===== src/rtl/host_link_guard_pkg.sv =====
// Package: shared types for the host-link loss watchdog.
// Assumes: nothing beyond standard SystemVerilog packed structs.
package host_link_guard_pkg;

    // One cycle's packet activity on the host link.
    typedef struct packed {
        logic sent;   // packet toward the host this cycle
        logic recv;   // packet from the host this cycle
    } pkt_evt_t;

endpackage


===== src/rtl/hlg_rise_detect.sv =====
// Module: hlg_rise_detect
// Detects a low-to-high transition of a level input.
// Assumes: the input is synchronous to clk. The history register
// resets low, so a level already high out of reset counts as a rise.
module hlg_rise_detect (
    input  logic clk,
    input  logic rst_n,
    input  logic level_i,
    output logic rise_o
);
    logic prev_q;

    // Remember last cycle's level.
    always_ff @(posedge clk) begin
        if (!rst_n) prev_q <= 1'b0;
        else        prev_q <= level_i;
    end

    // Rise is high now but low last cycle.
    always_comb rise_o = level_i & ~prev_q;
endmodule


===== src/rtl/hlg_credit_counter.sv =====
// Module: hlg_credit_counter
// Keeps the host's arrears as a credit. Outbound packets add the
// inbound weight (m) and inbound packets remove the outbound weight (n).
// The credit saturates at zero. The module raises trip_o when the
// updated credit reaches limit*m (a product of zero never trips).
// Assumes: once tripped, the caller drops en_i, which clears the credit,
// so the credit stays below limit*m + m and fits in CREDIT_W bits.
module hlg_credit_counter
    import host_link_guard_pkg::*;
#(
    parameter int RATIO_W = 4,
    parameter int LIMIT_W = 16
) (
    input  logic               clk,
    input  logic               rst_n,
    input  logic               en_i,
    input  pkt_evt_t           evt_i,
    input  logic [RATIO_W-1:0] ratio_sent_i,
    input  logic [RATIO_W-1:0] ratio_recv_i,
    input  logic [LIMIT_W-1:0] limit_i,
    output logic               trip_o
);
    localparam int TGT_W    = LIMIT_W + RATIO_W;
    localparam int CREDIT_W = TGT_W + 1;

    logic [CREDIT_W-1:0] credit_q;
    logic [CREDIT_W-1:0] credit_sum;
    logic [CREDIT_W-1:0] credit_next;
    logic [CREDIT_W-1:0] debit;
    logic [TGT_W-1:0]    target;

    // Firing point: limit scaled by the inbound weight.
    always_comb target = TGT_W'(limit_i) * TGT_W'(ratio_recv_i);

    // Apply both pulses of this cycle, clamping at zero.
    always_comb begin
        credit_sum = credit_q + (evt_i.sent ? CREDIT_W'(ratio_recv_i) : '0);
        debit      = evt_i.recv ? CREDIT_W'(ratio_sent_i) : '0;
        credit_next = (credit_sum >= debit) ? (credit_sum - debit) : '0;
    end

    // Trip when armed, enabled by a non-zero target, and reached.
    always_comb trip_o = en_i && (target != '0) &&
                         (credit_next >= CREDIT_W'(target));

    // Credit register: counts while armed, cleared otherwise.
    always_ff @(posedge clk) begin
        if (!rst_n)     credit_q <= '0;
        else if (en_i)  credit_q <= credit_next;
        else            credit_q <= '0;
    end


    // The credit cannot grow in a cycle without an outbound pulse.
    no_gain_chk: assert property (@(posedge clk) disable iff (!rst_n)
        (en_i && !evt_i.sent) |=> (credit_q <= $past(credit_q)));


    // A disarmed cycle leaves no credit behind.
    idle_clear_chk: assert property (@(posedge clk) disable iff (!rst_n)
        !en_i |=> (credit_q == '0));
endmodule


===== src/rtl/hlg_fire_latch.sv =====
// Module: hlg_fire_latch
// Holds the expiry state. It is set by a trip and cleared only by a
// re-arm strobe. A trip wins if both arrive in the same cycle.
// Assumes: the trip and re-arm strobes are synchronous single-cycle levels.
module hlg_fire_latch (
    input  logic clk,
    input  logic rst_n,
    input  logic trip_i,
    input  logic rearm_i,
    output logic fired_o
);
    logic fired_q;

    // Sticky expiry flag.
    always_ff @(posedge clk) begin
        if (!rst_n) fired_q <= 1'b0;
        else        fired_q <= trip_i | (fired_q & ~rearm_i);
    end

    always_comb fired_o = fired_q;


    // Without a re-arm, a fired state persists.
    sticky_chk: assert property (@(posedge clk) disable iff (!rst_n)
        (fired_q && !rearm_i) |=> fired_q);
endmodule


===== src/rtl/host_link_guard.sv =====
// Module: host_link_guard (top)
// Host-link loss watchdog. It compares outbound and inbound packet pulses
// against a configured n:m proportion. When the host falls limit_i
// outbound slots behind, it clears the effective run bit and inhibits
// transmit until the host re-issues run with a rising edge.
// Assumes: packet pulses are one cycle wide and synchronous to clk.
module host_link_guard
    import host_link_guard_pkg::*;
#(
    parameter int RATIO_W = 4,
    parameter int LIMIT_W = 16
) (
    input  logic               clk,
    input  logic               rst_n,
    input  logic               tx_pkt_i,
    input  logic               rx_pkt_i,
    input  logic [RATIO_W-1:0] ratio_sent_i,
    input  logic [RATIO_W-1:0] ratio_recv_i,
    input  logic               host_run_i,
    input  logic [LIMIT_W-1:0] limit_i,
    output logic               run_o,
    output logic               tx_inhibit_o,
    output logic               fired_o
);
    pkt_evt_t evt;
    logic     armed;
    logic     run_rise;
    logic     trip;
    logic     fired;

    // Bundle this cycle's packet pulses.
    always_comb begin
        evt.sent = tx_pkt_i;
        evt.recv = rx_pkt_i;
    end

    // Armed while the host asks to run and no expiry is pending.
    always_comb armed = host_run_i & ~fired;

    hlg_rise_detect run_edge_i (
        .clk     (clk),
        .rst_n   (rst_n),
        .level_i (host_run_i),
        .rise_o  (run_rise)
    );

    hlg_credit_counter #(
        .RATIO_W (RATIO_W),
        .LIMIT_W (LIMIT_W)
    ) credit_i (
        .clk          (clk),
        .rst_n        (rst_n),
        .en_i         (armed),
        .evt_i        (evt),
        .ratio_sent_i (ratio_sent_i),
        .ratio_recv_i (ratio_recv_i),
        .limit_i      (limit_i),
        .trip_o       (trip)
    );

    hlg_fire_latch latch_i (
        .clk     (clk),
        .rst_n   (rst_n),
        .trip_i  (trip),
        .rearm_i (run_rise),
        .fired_o (fired)
    );

    // Drive the outputs from the expiry state.
    always_comb begin
        fired_o      = fired;
        tx_inhibit_o = fired;
        run_o        = host_run_i & ~fired;
    end


    // Expiry can only follow an outbound packet.
    fire_cause_chk: assert property (@(posedge clk) disable iff (!rst_n)
        $rose(fired_o) |-> $past(tx_pkt_i));


    // No expiry can begin while the host has run low.
    disarmed_chk: assert property (@(posedge clk) disable iff (!rst_n)
        (!host_run_i && !fired_o) |=> !fired_o);


    // Leaving the fired state needs the host to have been asking for run.
    rearm_chk: assert property (@(posedge clk) disable iff (!rst_n)
        $fell(fired_o) |-> $past(host_run_i));


    // A zero limit or zero inbound weight never expires.
    disable_chk: assert property (@(posedge clk) disable iff (!rst_n)
        $rose(fired_o) |-> ($past(limit_i) != '0 && $past(ratio_recv_i) != '0));


    // Inhibit is released only together with the expiry flag.
    inhibit_hold_chk: assert property (@(posedge clk) disable iff (!rst_n)
        $fell(tx_inhibit_o) |-> $fell(fired_o));
endmodule


===== config.mk =====
export PLATFORM = sky130hd
export DESIGN_NAME = host_link_guard
export DESIGN_NICKNAME = d
export VERILOG_FILES = /design/src/rtl/host_link_guard_pkg.sv /design/src/rtl/hlg_rise_detect.sv /design/src/rtl/hlg_credit_counter.sv /design/src/rtl/hlg_fire_latch.sv /design/src/rtl/host_link_guard.sv
export SDC_FILE = /design/constraint.sdc
export NUM_CORES = 1
export LEC_CHECK = 0
export ABC_AREA = 1
export BUFFER_PORTS_ARGS = -buffer_cell sky130_fd_sc_hd__buf_2
export CAP_MARGIN = 20
export CORE_MARGIN = 2
export CORE_UTILIZATION = 40
export CTS_BUF_LIST = sky130_fd_sc_hd__clkbuf_4
export DETAILED_ROUTE_END_ITERATION = 6
export HOLD_SLACK_MARGIN = 0.02
export MAX_ROUTING_LAYER = met4
export PLACE_DENSITY_LB_ADDON = 0.12
export SLEW_MARGIN = 10
export SYNTH_ARGS = -nofsm -noshare
export SYNTH_HDL_FRONTEND = slang
export SYNTH_SLANG_ARGS = --single-unit
export TNS_END_PERCENT = 30

===== constraint.sdc =====
create_clock -name clk -period 9.6 [get_ports clk]
set_input_delay 0.48 -clock clk [delete_from_list [all_inputs] [get_ports clk]]
set_output_delay 0.48 -clock clk [all_outputs]
set_load 0.005 [all_outputs]

==> Word level (Yosys, flattened, before mapping) <==
Index checks and enable logic that the tools add are counted.
{ "classes": {"addsub": 2, "multipliers": 1, "n_lt_le_gt_ge": 2, "mux": 3, "n_bitwise": 7, "reduce_logical": 4} }
{ "ops": {"columns": ["cell", "n"], "rows": [
  ["21-bit adder", 1],
  ["21-bit by 20-bit >= comparator with 1-bit output", 1],
  ["21-bit >= comparator", 1],
  ["21-bit two-way mux", 1],
  ["21-bit subtractor", 1],
  ["16-bit by 4-bit multiplier with 20-bit output", 1],
  ["20-bit nonzero test", 1],
  ["4-bit two-way mux", 2],
  ["1-bit bitwise AND", 3],
  ["1-bit NOT", 3],
  ["1-bit logical AND", 2],
  ["2-bit AND reduction", 1],
  ["1-bit OR", 1]
]} }
{ "totals": {"register_bits": 23, "out_inout_bits": 3, "word_cells": 22} }

==> Depth between registers and ports, before layout <==
Gate-level depths: netlist (run 1).
{ "logic_depth": {"word_depth": 7, "ltp_mapped": 37, "ltp_nobuf": 34} }

==> Modules after synthesis <==
A second synthesis (run 1) with hierarchy kept.
{ "unflattened": {"cells_unflattened": 821, "area_unflattened_um2": 4921.0} }
{ "by_module_without_submodules": {"columns": ["mod", "n_inst", "cells_each", "area_per_inst_um2"], "rows": [
  ["hlg_credit_counter", 1, 807, 4822.1],
  ["hlg_fire_latch", 1, 6, 43.8],
  ["hlg_rise_detect", 1, 5, 37.5],
  ["host_link_guard", 1, 3, 17.5]
]} }

==> Worst setup path after synthesis (run 1) <==
No wires, ideal clock.
{ "synth_timing": {"kind": "input -> register", "start": "input port ratio_recv_i[3]", "end": "register latch_i.fired_q, in the netlist latch_i.fired_o", "arrival_time_ns": 4.498, "path_slack_ns": 4.983, "stages": 30, "n_path_buf": 2, "cell_sequence": "clkbuf_1 -> clkbuf_1 -> nand2_1 -> fa_1 -> inv_1 -> fa_1 -> ha_1 -> nand2_1 -> o21ai_0 -> nand2_1 -> nand2_1 -> nand4_1 -> nand2_1 -> nand2_1 -> nand2_1 -> inv_1 -> ha_1 -> nand2_1 -> inv_1 -> and3_1 -> nand4_1 -> nand2_1 -> a21oi_1 -> nand2_1 -> nand2_1 -> nand3_1 -> a21oi_1 -> nand2_1 -> nand2_1 -> a21oi_1"} }
{ "synth_between": {"elab_chain_cells": 7} }
{ "synth_rtl": {"columns": ["element", "line", "source"], "rows": [
  ["start, declared", "host_link_guard.sv:18", "input logic [RATIO_W-1:0] ratio_recv_i,"],
  ["4-bit two-way mux", "hlg_credit_counter.sv:37", "credit_sum = credit_q + (evt_i.sent ? CREDIT_W'(ratio_recv_i) : '0);"],
  ["21-bit adder", "hlg_credit_counter.sv:37", null],
  ["21-bit subtractor or 21-bit >= comparator (tied branches)", "hlg_credit_counter.sv:39", "credit_next = (credit_sum >= debit) ? (credit_sum - debit) : '0;"],
  ["21-bit two-way mux", "hlg_credit_counter.sv:39", null],
  ["21-bit by 20-bit >= comparator with 1-bit output", "hlg_credit_counter.sv:44", "(credit_next >= CREDIT_W'(target));"],
  ["1-bit logical AND *", "hlg_credit_counter.sv:43", "always_comb trip_o = en_i && (target != '0) &&"],
  ["1-bit OR *", "hlg_fire_latch.sv:17", "else fired_q <= trip_i | (fired_q & ~rearm_i);"],
  ["end signal, assigned", "hlg_fire_latch.sv:17", null],
  ["end, declared", "hlg_fire_latch.sv:12", "logic fired_q;"]
]} }
Mark *: on every way between the ends. The rest lies on a longest branch, timed or not.
A chain may end at the register's enable or synchronous reset.

==> Worst setup path in the final report (run 1) <==
{ "layout_timing": {"start": "input port ratio_recv_i[0]", "end": "register latch_i.fired_q, in the netlist latch_i.fired_o"} }
{ "layout_between": {"elab_chain_cells": 7} }
{ "layout_rtl": {"columns": ["element", "line", "source"], "rows": [
  ["4-bit two-way mux *", "hlg_credit_counter.sv:37", null],
  ["21-bit adder *", "hlg_credit_counter.sv:37", null],
  ["21-bit subtractor or 21-bit >= comparator (tied branches)", "hlg_credit_counter.sv:39", null],
  ["21-bit two-way mux *", "hlg_credit_counter.sv:39", null],
  ["named net credit_i.credit_next[4]", "hlg_credit_counter.sv:28", "logic [CREDIT_W-1:0] credit_next;"],
  ["21-bit by 20-bit >= comparator with 1-bit output *", "hlg_credit_counter.sv:44", null],
  ["1-bit logical AND *", "hlg_credit_counter.sv:43", null],
  ["1-bit OR *", "hlg_fire_latch.sv:17", null]
]} }
The timed path passes the listed nets; every way through them passes the cells marked *.

==> impl_metrics.json, run 1 <==
{
  "drive_gt1_share_pct": 6.250,
  "tritoncts": "done",
  "hold_violations": 0,
  "drtAntennaViolNets": 0,
  "min_to": "run_edge_i.prev_q$_SDFF_PN0_",
  "pin_count": 32,
  "root_buffer": "clkbuf_4",
  "io_buffers": 31,
  "cts-resized-gates": 0,
  "status": "finished, final reports clean",
  "htree_levels": 1,
  "reg2reg_depth": 28,
  "post_cts_buffers": 0,
  "synthCells": 780,
  "syn_nets": 891,
  "grt_pass1_wl_mm": 20.20,
  "die_y_um": 112.7,
  "leakage_nw": 3.042,
  "drv_slew": 0,
  "overflow": 0,
  "critPathSlowestCell": "inv_2",
  "max_freq_ghz": 0.1943,
  "pre_cts_ws_ns": 4.101,
  "setup_viol": 0,
  "rsz0062_at_grt": "no",
  "final_common_cell": "nand2_1",
  "final_cell_mix": "237 x nand2_1, 151 x inv_1, 76 x nor2_1",
  "endpoint_kind": "register",
  "vias_per_cell": 4.883,
  "num_vias": 4610,
  "clock_latency_ns": 0.33,
  "cp.required_ns": 9.83,
  "crit_path_start_kind": "primary input",
  "fin_crit_sh_pct": 53.61,
  "postCtsHoldBufs": 0,
  "gr-usage-all-layers_pct": 19.35,
  "p_total_mw": 1.591,
  "r2r_start": "credit_i.credit_q[0]$_SDFF_PN0_",
  "fin_crit_ns": 5.146,
  "yosys_warnings": 0,
  "antenna_found_initial": 0,
  "final_util_pct": 43.66,
  "critical_path.max_fanout": 39,
  "cap_violations": 0,
  "arrival_ns": 5.38,
  "grt_pass1_vias": 4717,
  "post-route-worst-setup-slack_ns": 4.454,
  "ys_seq_area_share_pct": 9.748,
  "avgSynthCellArea_um2": 6.055,
  "place_area_um2": 4974,
  "start_util_pct": 41.19,
  "finClkSkew_ns": 0.002621,
  "nets": 912,
  "path_class": "in2reg",
  "area_delta_synth_final_pct": 5.987,
  "num_rows": 39,
  "drt_first_pass_iters": 4,
  "dieArea_um2": 12690,
  "routabilityCongestion": 0.8523,
  "slew-limit-headroom_pct": 55.07,
  "finish.instance_area_um2": 5006,
  "hold_start": "host_run_i",
  "routed_wl_mm": 11.27,
  "cts_made_buffers": 3,
  "fin_tns_setup_ns": 0,
  "cts.clk_slew.worst_paths_ns": 0.13,
  "r2r_setup_slack_ns": 4.70,
  "routedWlPerCell_um": 11.94,
  "irDropWorstVdd_mv": 0.2099,
  "dp_hpwl_mm": 9.929,
  "synth_cell_types": 32,
  "hold_path_depth": 3,
  "cts.sinks": 23,
  "fp.coreArea_um2": 11470,
  "worst_pin_slew_ns": 0.6723,
  "drc_errors": 0,
  "slowest_delay_ns": 0.45,
  "synth-seq-cells": 23,
  "worstHoldPathType": "in2reg",
  "path_common_cell": "nand2_1",
  "fp.dieW_um": 112.7,
  "syn_area_um2": 4723,
  "reg2reg_to": "latch_i.fired_o$_SDFF_PN0_",
  "first_iter_violations": 105,
  "grt_max_degree": 40,
  "clock_path_buffers": 2,
  "p_per_area_nw_per_um2": 317.8
}
==> report_power, final <==
part | total, mW | leakage [nW] | switching, mW | internal (mW)
logic | 1.37 | 2.84 | 0.871 | 0.501
registers | 0.167 | 0.187 | 0.0340 | 0.134
clock network | 0.0506 | 0.0184 | 0.0314 | 0.0192
==> flip-flops by register name, indices dropped and copies added, names as in the netlist <==
register / cells
latch_i.fired_o: 1
credit_i.credit_q: 21
run_edge_i.prev_q: 1
==> final cells by class <==
cell class	instances	area, um^2
Antenna cell	1	2.502
Multi-Input combinational cell	590	3608
Tap cell	143	178.9
Timing Repair Buffer	31	155.1
Clock buffer	4	30.03
Sequential cell	23	460.4
Fill cell	1249	6461
Inverter	152	570.5
==> synth_stat cells (all sizes together) <==
cell | number | share of area [%]
a21o | 2 | 0.32
a21oi | 28 | 3.0
a31oi | 1 | 0.13
and2 | 2 | 0.26
and3 | 1 | 0.13
buf | 5 | 0.98
clkbuf | 10 | 0.79
dfxtp | 23 | 9.7
fa | 30 | 13
ha | 52 | 14
inv | 152 | 12
nand2 | 241 | 19
nand3 | 58 | 6.6
nand3b | 4 | 0.64
nand4 | 12 | 1.6
nor2 | 79 | 6.5
nor3 | 29 | 3.4
o21ai | 17 | 1.8
o31ai | 1 | 0.16
or2 | 2 | 0.27
xnor2 | 18 | 3.3
xor2 | 13 | 2.4
==> how the worst max path moves through the flow <==
stage,to,start,cells past startpoint,slack (ns)
final,latch_i.fired_o$_SDFF_PN0_,ratio_recv_i[0],31,4.45
after global routing,latch_i.fired_o$_SDFF_PN0_,ratio_recv_i[0],31,3.81
after CTS,latch_i.fired_o$_SDFF_PN0_,ratio_recv_i[0],31,4.47
after detailed placement,latch_i.fired_o$_SDFF_PN0_,ratio_recv_i[0],31,4.10
after global placement,latch_i.fired_o$_SDFF_PN0_,ratio_recv_i[0],31,4.27
after floorplan,latch_i.fired_o$_SDFF_PN0_,ratio_recv_i[3],30,4.98
==> per-layer routing <==
metal / vias up / share of wire (%) / wire length [um] / global-route usage [%]
li1: 2456 / - / - / -
met1: 2072 / 46 / 5227 / 23.17
met2: 61 / 49 / 5546 / 34.97
met3: 21 / 1.6 / 184 / 0.4860
met4: 0 / 2.8 / 312 / 6.667
met5: - / 0 / 0 / -
==> worst max-delay path: cells and delay by family <==
family / cells / cell delay (ns)
xor gates and xnor gates: 1 / 0.15
adders and majority gates: 4 / 1.37
AOI/OAI and AO/OA: 8 / 1.09
and+or+nand+nor: 14 / 1.40
buffers and inverters: 4 / 0.88
==> through the flow <==
stage | hold slack, ns | cells
after floorplan | 0.4905 | 780
after global placement | 0.5158 | 939
after detailed placement | 0.5147 | 939
after CTS | 0.3264 | 943
after global routing | 0.3436 | 943
final | 0.3396 | 944
==> logic make-up after synthesis <==
group                    Yosys count  synth area share [%]
buffers and inverters            167                 13.85
AO/OA/AOI/OAI                     49                 5.377
adder cells (fa/ha/maj)           82                 26.49
XOR/XNOR                          31                 5.748
flip-flops                        23                 9.748
AND/OR/NAND/NOR                  428                 38.78
No activity file was read; power rests on OpenSTA's default activity.
==> inputs of run 2 (changes only) <==
==> constraint.sdc (replaced) <==
create_clock -name clk -period 4.5 [get_ports clk]
set_input_delay 0.225 -clock clk [delete_from_list [all_inputs] [get_ports clk]]
set_output_delay 0.225 -clock clk [all_outputs]
set_load 0.005 [all_outputs]
==> impl_metrics.json, run 2 (synthesis results as in run 1) <==
{
  "pre_cts_ws_ns": 0.05314,
  "critPathSlowestCell": "fa_2",
  "tritoncts": "done",
  "regArea_um2": 460.4,
  "swShare_pct": 57.59,
  "antenna_found_initial": 0,
  "clock_latency_ns": 0.33,
  "slew-limit-headroom_pct": 52.42,
  "dieArea_um2": 12690,
  "cts.clk_slew.worst_paths_ns": 0.13,
  "place_area_um2": 5064,
  "fin_crit_ns": 4.150,
  "wl_met2_mm": 5.750,
  "routedWlPerCell_um": 12.09,
  "pin_count": 32,
  "finish.instance_area_um2": 5200,
  "path_delay_family": "simple AND/OR/NAND/NOR gates",
  "overflow": 0,
  "power_frac_seq_pct": 9.8,
  "r2r_setup_slack_ns": 0.35,
  "clock_path_buffers": 2,
  "worst_pin_slew_ns": 0.7120,
  "fin_crit_sh_pct": 92.22,
  "gr-usage-all-layers_pct": 19.59,
  "die_y_um": 112.7,
  "endpoint_kind": "register",
  "final_cell_mix": "234 x nand2_1, 151 x inv_1, 71 x nor2_1",
  "fin_tns_setup_ns": 0,
  "path_common_cell": "nand2_1",
  "grt_pass1_wl_mm": 20.21,
  "postCtsHoldBufs": 0,
  "p_per_area_nw_per_um2": 707.3,
  "max_freq_ghz": 0.2410,
  "crit_path_start_kind": "register",
  "irDropWorstVdd_mv": 0.3753,
  "cp.required_ns": 4.74,
  "first_iter_violations": 177,
  "arrival_ns": 4.39,
  "cts.sinks": 23,
  "num_vias": 4670,
  "hold_violations": 0,
  "p_sw_mw": 2.118,
  "largest_reg_flops": 21,
  "vias_per_cell": 4.865,
  "holdWs_ns": 0.07981,
  "htree_levels": 1,
  "grt_max_degree": 23,
  "drc_errors": 0,
  "routabilityCongestion": 0.8763,
  "multi_input_area_um2": 3667,
  "final_util_pct": 45.35,
  "path_buf_inv": 3,
  "root_buffer": "clkbuf_4",
  "area_delta_synth_final_pct": 10.09,
  "dp_hpwl_mm": 10.12,
  "top_layer": "met4",
  "drive_gt1_share_pct": 10.04,
  "cap_violations": 0,
  "post-route-worst-setup-slack_ns": 0.3499,
  "grt_pass1_vias": 4647,
  "fp.dieW_um": 112.7,
  "num_rows": 39,
  "drt_first_pass_iters": 5,
  "finClkSkew_ns": 0.003893,
  "fin_cells": 960,
  "nets": 929,
  "critical_path.max_fanout": 4,
  "drv_slew": 0,
  "status": "finished, final reports clean",
  "path_class": "reg2reg",
  "pwr-share-clk_pct": 2.9,
  "internal_power_mw": 1.560,
  "drtAntennaViolNets": 0,
  "start_util_pct": 41.19,
  "cts_made_buffers": 3,
  "largest-register": "credit_i.credit_q",
  "place_inst": 951,
  "worstHoldPathType": "in2reg",
  "setup_viol": 0,
  "routed_wl_mm": 11.61,
  "wirelength_met1_mm": 5.379,
  "p_total_mw": 3.678,
  "final_common_cell": "nand2_1",
  "p_comb_share_pct": 87.3,
  "diodes": 0,
  "fp.coreArea_um2": 11470,
  "wl_met3_um": 160,
  "leakage_nw": 3.147,
  "slowest_delay_ns": 0.35,
  "fill_cells": 1213,
  "io_buffers": 31
}
run 2: worst paths after layout:
path                                                       from                      endpoint  cells after the start
worst max-delay path            credit_i.credit_q[0]$_SDFF_PN0_    latch_i.fired_o$_SDFF_PN0_                     29
worst max register to register  credit_i.credit_q[0]$_SDFF_PN0_    latch_i.fired_o$_SDFF_PN0_                     29
worst min register to register       latch_i.fired_o$_SDFF_PN0_    latch_i.fired_o$_SDFF_PN0_                      2
worst min-delay path                                 host_run_i  run_edge_i.prev_q$_SDFF_PN0_                      3
run 2: worst register-to-register path: cells and delay by family, from the launching register on:
| kind | cells | cell delay, ns |
|---|---|---|
| buffers and inverters | 3 | 0.25 |
| XOR/XNOR | 2 | 0.30 |
| flip-flops | 1 | 0.33 |
| AND/OR/NAND/NOR | 14 | 1.29 |
| AO/OA/AOI/OAI | 6 | 0.75 |
| adder cells (fa/ha/maj) | 4 | 1.12 |
run 2: layer usage:
layer / vias up / global-route usage (%)
li1: 2482 / -
met1: 2107 / 23.61
met2: 60 / 34.93
met3: 21 / 1.026
met4: 0 / 6.504
met5: - / -
run 2: area by class of cell:
class | count | area share (%)
Clock buffer | 4 | 0.5775
Inverter | 152 | 11.07
Multi-Input combinational cell | 590 | 70.52
Sequential cell | 23 | 8.855
Tap cell | 143 | 3.441
Timing Repair Buffer | 47 | 5.438
Timing Repair inverter | 1 | 0.09625
run 2: power groups by stage:
stage	sequential, mW	combinational (mW)	clock (mW)
floorplan	0.343	2.44	0
global placement	0.362	2.96	0
detailed placement	0.365	3.00	0
CTS	0.359	3.02	0.109
global route	0.374	3.70	0.119
finish	0.361	3.21	0.108
run 2: timing repair:
action,4_1_cts,5_1_grt
resized for setup,0,22
setup endpoints to repair,0,1
setup buffers,0,4
==> inputs of run 3 (changes only) <==
--- a/config.mk
+++ b/config.mk
@@ -13,9 +13,8 @@
 export CTS_BUF_LIST = sky130_fd_sc_hd__clkbuf_4
 export DETAILED_ROUTE_END_ITERATION = 6
 export HOLD_SLACK_MARGIN = 0.02
-export MAX_ROUTING_LAYER = met4
 export PLACE_DENSITY_LB_ADDON = 0.12
-export SLEW_MARGIN = 10
+export SLEW_MARGIN = 20
 export SYNTH_ARGS = -nofsm -noshare
 export SYNTH_HDL_FRONTEND = slang
 export SYNTH_SLANG_ARGS = --single-unit
==> constraint.sdc (replaced) <==
create_clock -name clk -period 3.65 [get_ports clk]
set_input_delay 0.1825 -clock clk [delete_from_list [all_inputs] [get_ports clk]]
set_output_delay 0.1825 -clock clk [all_outputs]
set_load 0.005 [all_outputs]
==> impl_metrics.json, run 3 (synthesis results as in run 1) <==
{
  "nets": 1077,
  "num_vias": 5245,
  "routedWlPerCell_um": 12.33,
  "setup_viol": 2,
  "largest_reg_flops": 21,
  "vias_per_cell": 4.734,
  "endpoint_kind": "register",
  "pin_count": 32,
  "arrival_ns": 4.44,
  "drive_gt1_share_pct": 29.84,
  "diodes": 0,
  "hold_start": "host_run_i",
  "fp.coreArea_um2": 11470,
  "grt_pass1_vias": 5319,
  "critPathSlowestCell": "fa_2",
  "root_buffer": "clkbuf_4",
  "start_util_pct": 41.19,
  "critical_path.max_fanout": 3,
  "cts_made_buffers": 3,
  "dp_hpwl_mm": 11.02,
  "fin_crit_sh_pct": 115.7,
  "post-route-worst-setup-slack_ns": -0.5715,
  "fp.dieW_um": 112.7,
  "cts.sinks": 23,
  "slew-limit-headroom_pct": 49.82,
  "num_rows": 39,
  "drv_slew": 0,
  "cp.required_ns": 3.87,
  "grt_max_degree": 22,
  "met2_usage_pct": 41.12,
  "final_common_cell": "nand2_1",
  "crit_path_start_kind": "register",
  "path_common_cell": "buf_6",
  "drt_first_pass_iters": 4,
  "fin_crit_ns": 4.222,
  "drtAntennaViolNets": 0,
  "routabilityCongestion": 0.8686,
  "grt_pass1_wl_mm": 23.12,
  "status": "complete, but fails checks",
  "r2r_start": "credit_i.credit_q[0]$_SDFF_PN0_",
  "cap_violations": 0,
  "finClkSkew_ns": 0.006414,
  "routed_wl_mm": 13.66,
  "first_iter_violations": 196,
  "clock_path_buffers": 2,
  "die_y_um": 112.7,
  "slowest_delay_ns": 0.41,
  "htree_levels": 1,
  "grt.busiest_layer": "met2",
  "violations": "negative setup slack",
  "worstHoldPathType": "in2reg",
  "antenna_found_initial": 0,
  "final_cell_mix": "230 x nand2_1, 150 x buf_4, 145 x inv_1",
  "dieArea_um2": 12690,
  "grtUsageMet3_pct": 1.026,
  "drc_errors": 0,
  "max_freq_ghz": 0.2369,
  "overflow": 0,
  "hold_violations": 0,
  "startpoint": "credit_i.credit_q[0]$_SDFF_PN0_",
  "fin_tns_setup_ns": -1.079,
  "io_buffers": 31,
  "clock_latency_ns": 0.32,
  "largest-register": "credit_i.credit_q",
  "tritoncts": "done",
  "cts.clk_slew.worst_paths_ns": 0.13,
  "worst_pin_slew_ns": 0.7509,
  "path_class": "reg2reg",
  "area_delta_synth_final_pct": 43.10,
  "rsz0062_at_grt": "yes",
  "gr-usage-all-layers_pct": 21.64,
  "grt_use_met1_pct": 25.91
}
## run 3: changes by cell type in the layout (fill, tap and decap cells not counted), moves of 6 or more
cell	previous run	this run
buf_4	14	150
ha_1	52	36
ha_4	0	15
nor2_1	71	57
buf_6	2	13
nor2_4	2	13
inv_1	151	145
inv_2	0	6
## run 3: path summary, 6_finish.rpt
check | depth (start not counted) | slack (ns) | endpoint
max | 30 | -0.57 | latch_i.fired_o$_SDFF_PN0_
min | 3 | 0.05 | run_edge_i.prev_q$_SDFF_PN0_
max reg2reg | 30 | -0.57 | latch_i.fired_o$_SDFF_PN0_
min reg2reg | 2 | 0.52 | latch_i.fired_o$_SDFF_PN0_
## run 3: stage by stage
stage | std cells | hold slack [ns] | area (um^2) | worst slack, ns | utilization [%]
final | 1108 | 0.05300 | 6759 | -0.5715 | 58.94
after global routing | 1108 | 0.05086 | 6759 | -0.7816 | 58.94
after CTS | 1106 | 0.04803 | 6437 | -0.4976 | 56.14
after detailed placement | 1080 | 0.3879 | 6068 | -0.6730 | 52.92
after global placement | 1080 | 0.3843 | 6068 | -0.5819 | 52.92
after floorplan | 780 | 0.2760 | 4767 | -0.4336 | -
## run 3: layout make-up
type	instances	area (um^2)
Inverter	152	573.1
Clock buffer	4	30.03
Multi-Input combinational cell	590	4048
Sequential cell	23	461.7
Tap cell	143	178.9
Timing Repair Buffer	196	1468
Fill cell	1038	4708
## run 3: timing repair
item	CTS	global route
endpoints found under the setup margin	1	3
gates resized for setup	31	65
hold buffers	0	0
buffers inserted	21	3
pin swaps	31	48
gates cloned	1	0
## run 3: layer usage
| metal | up-vias | routed length, um |
|---|---|---|
| li1 | 2784 | - |
| met1 | 2364 | 6018 |
| met2 | 75 | 6975 |
| met3 | 22 | 294 |
| met4 | 0 | 372 |
| met5 | - | 0 |
## run 3: critical path: cells and delay by family, from the launching register on
kind	cells	cell delay [ns]
adders and majority gates	3	0.78
AOI/OAI and AO/OA	4	0.44
xor gates and xnor gates	1	0.21
DFF	1	0.37
buffers and inverters	14	1.44
and+or+nand+nor	8	0.87
Power of run 3 is not shown: default switching activity piles up to over one toggle a cycle in this logic, so the estimate is an artifact.
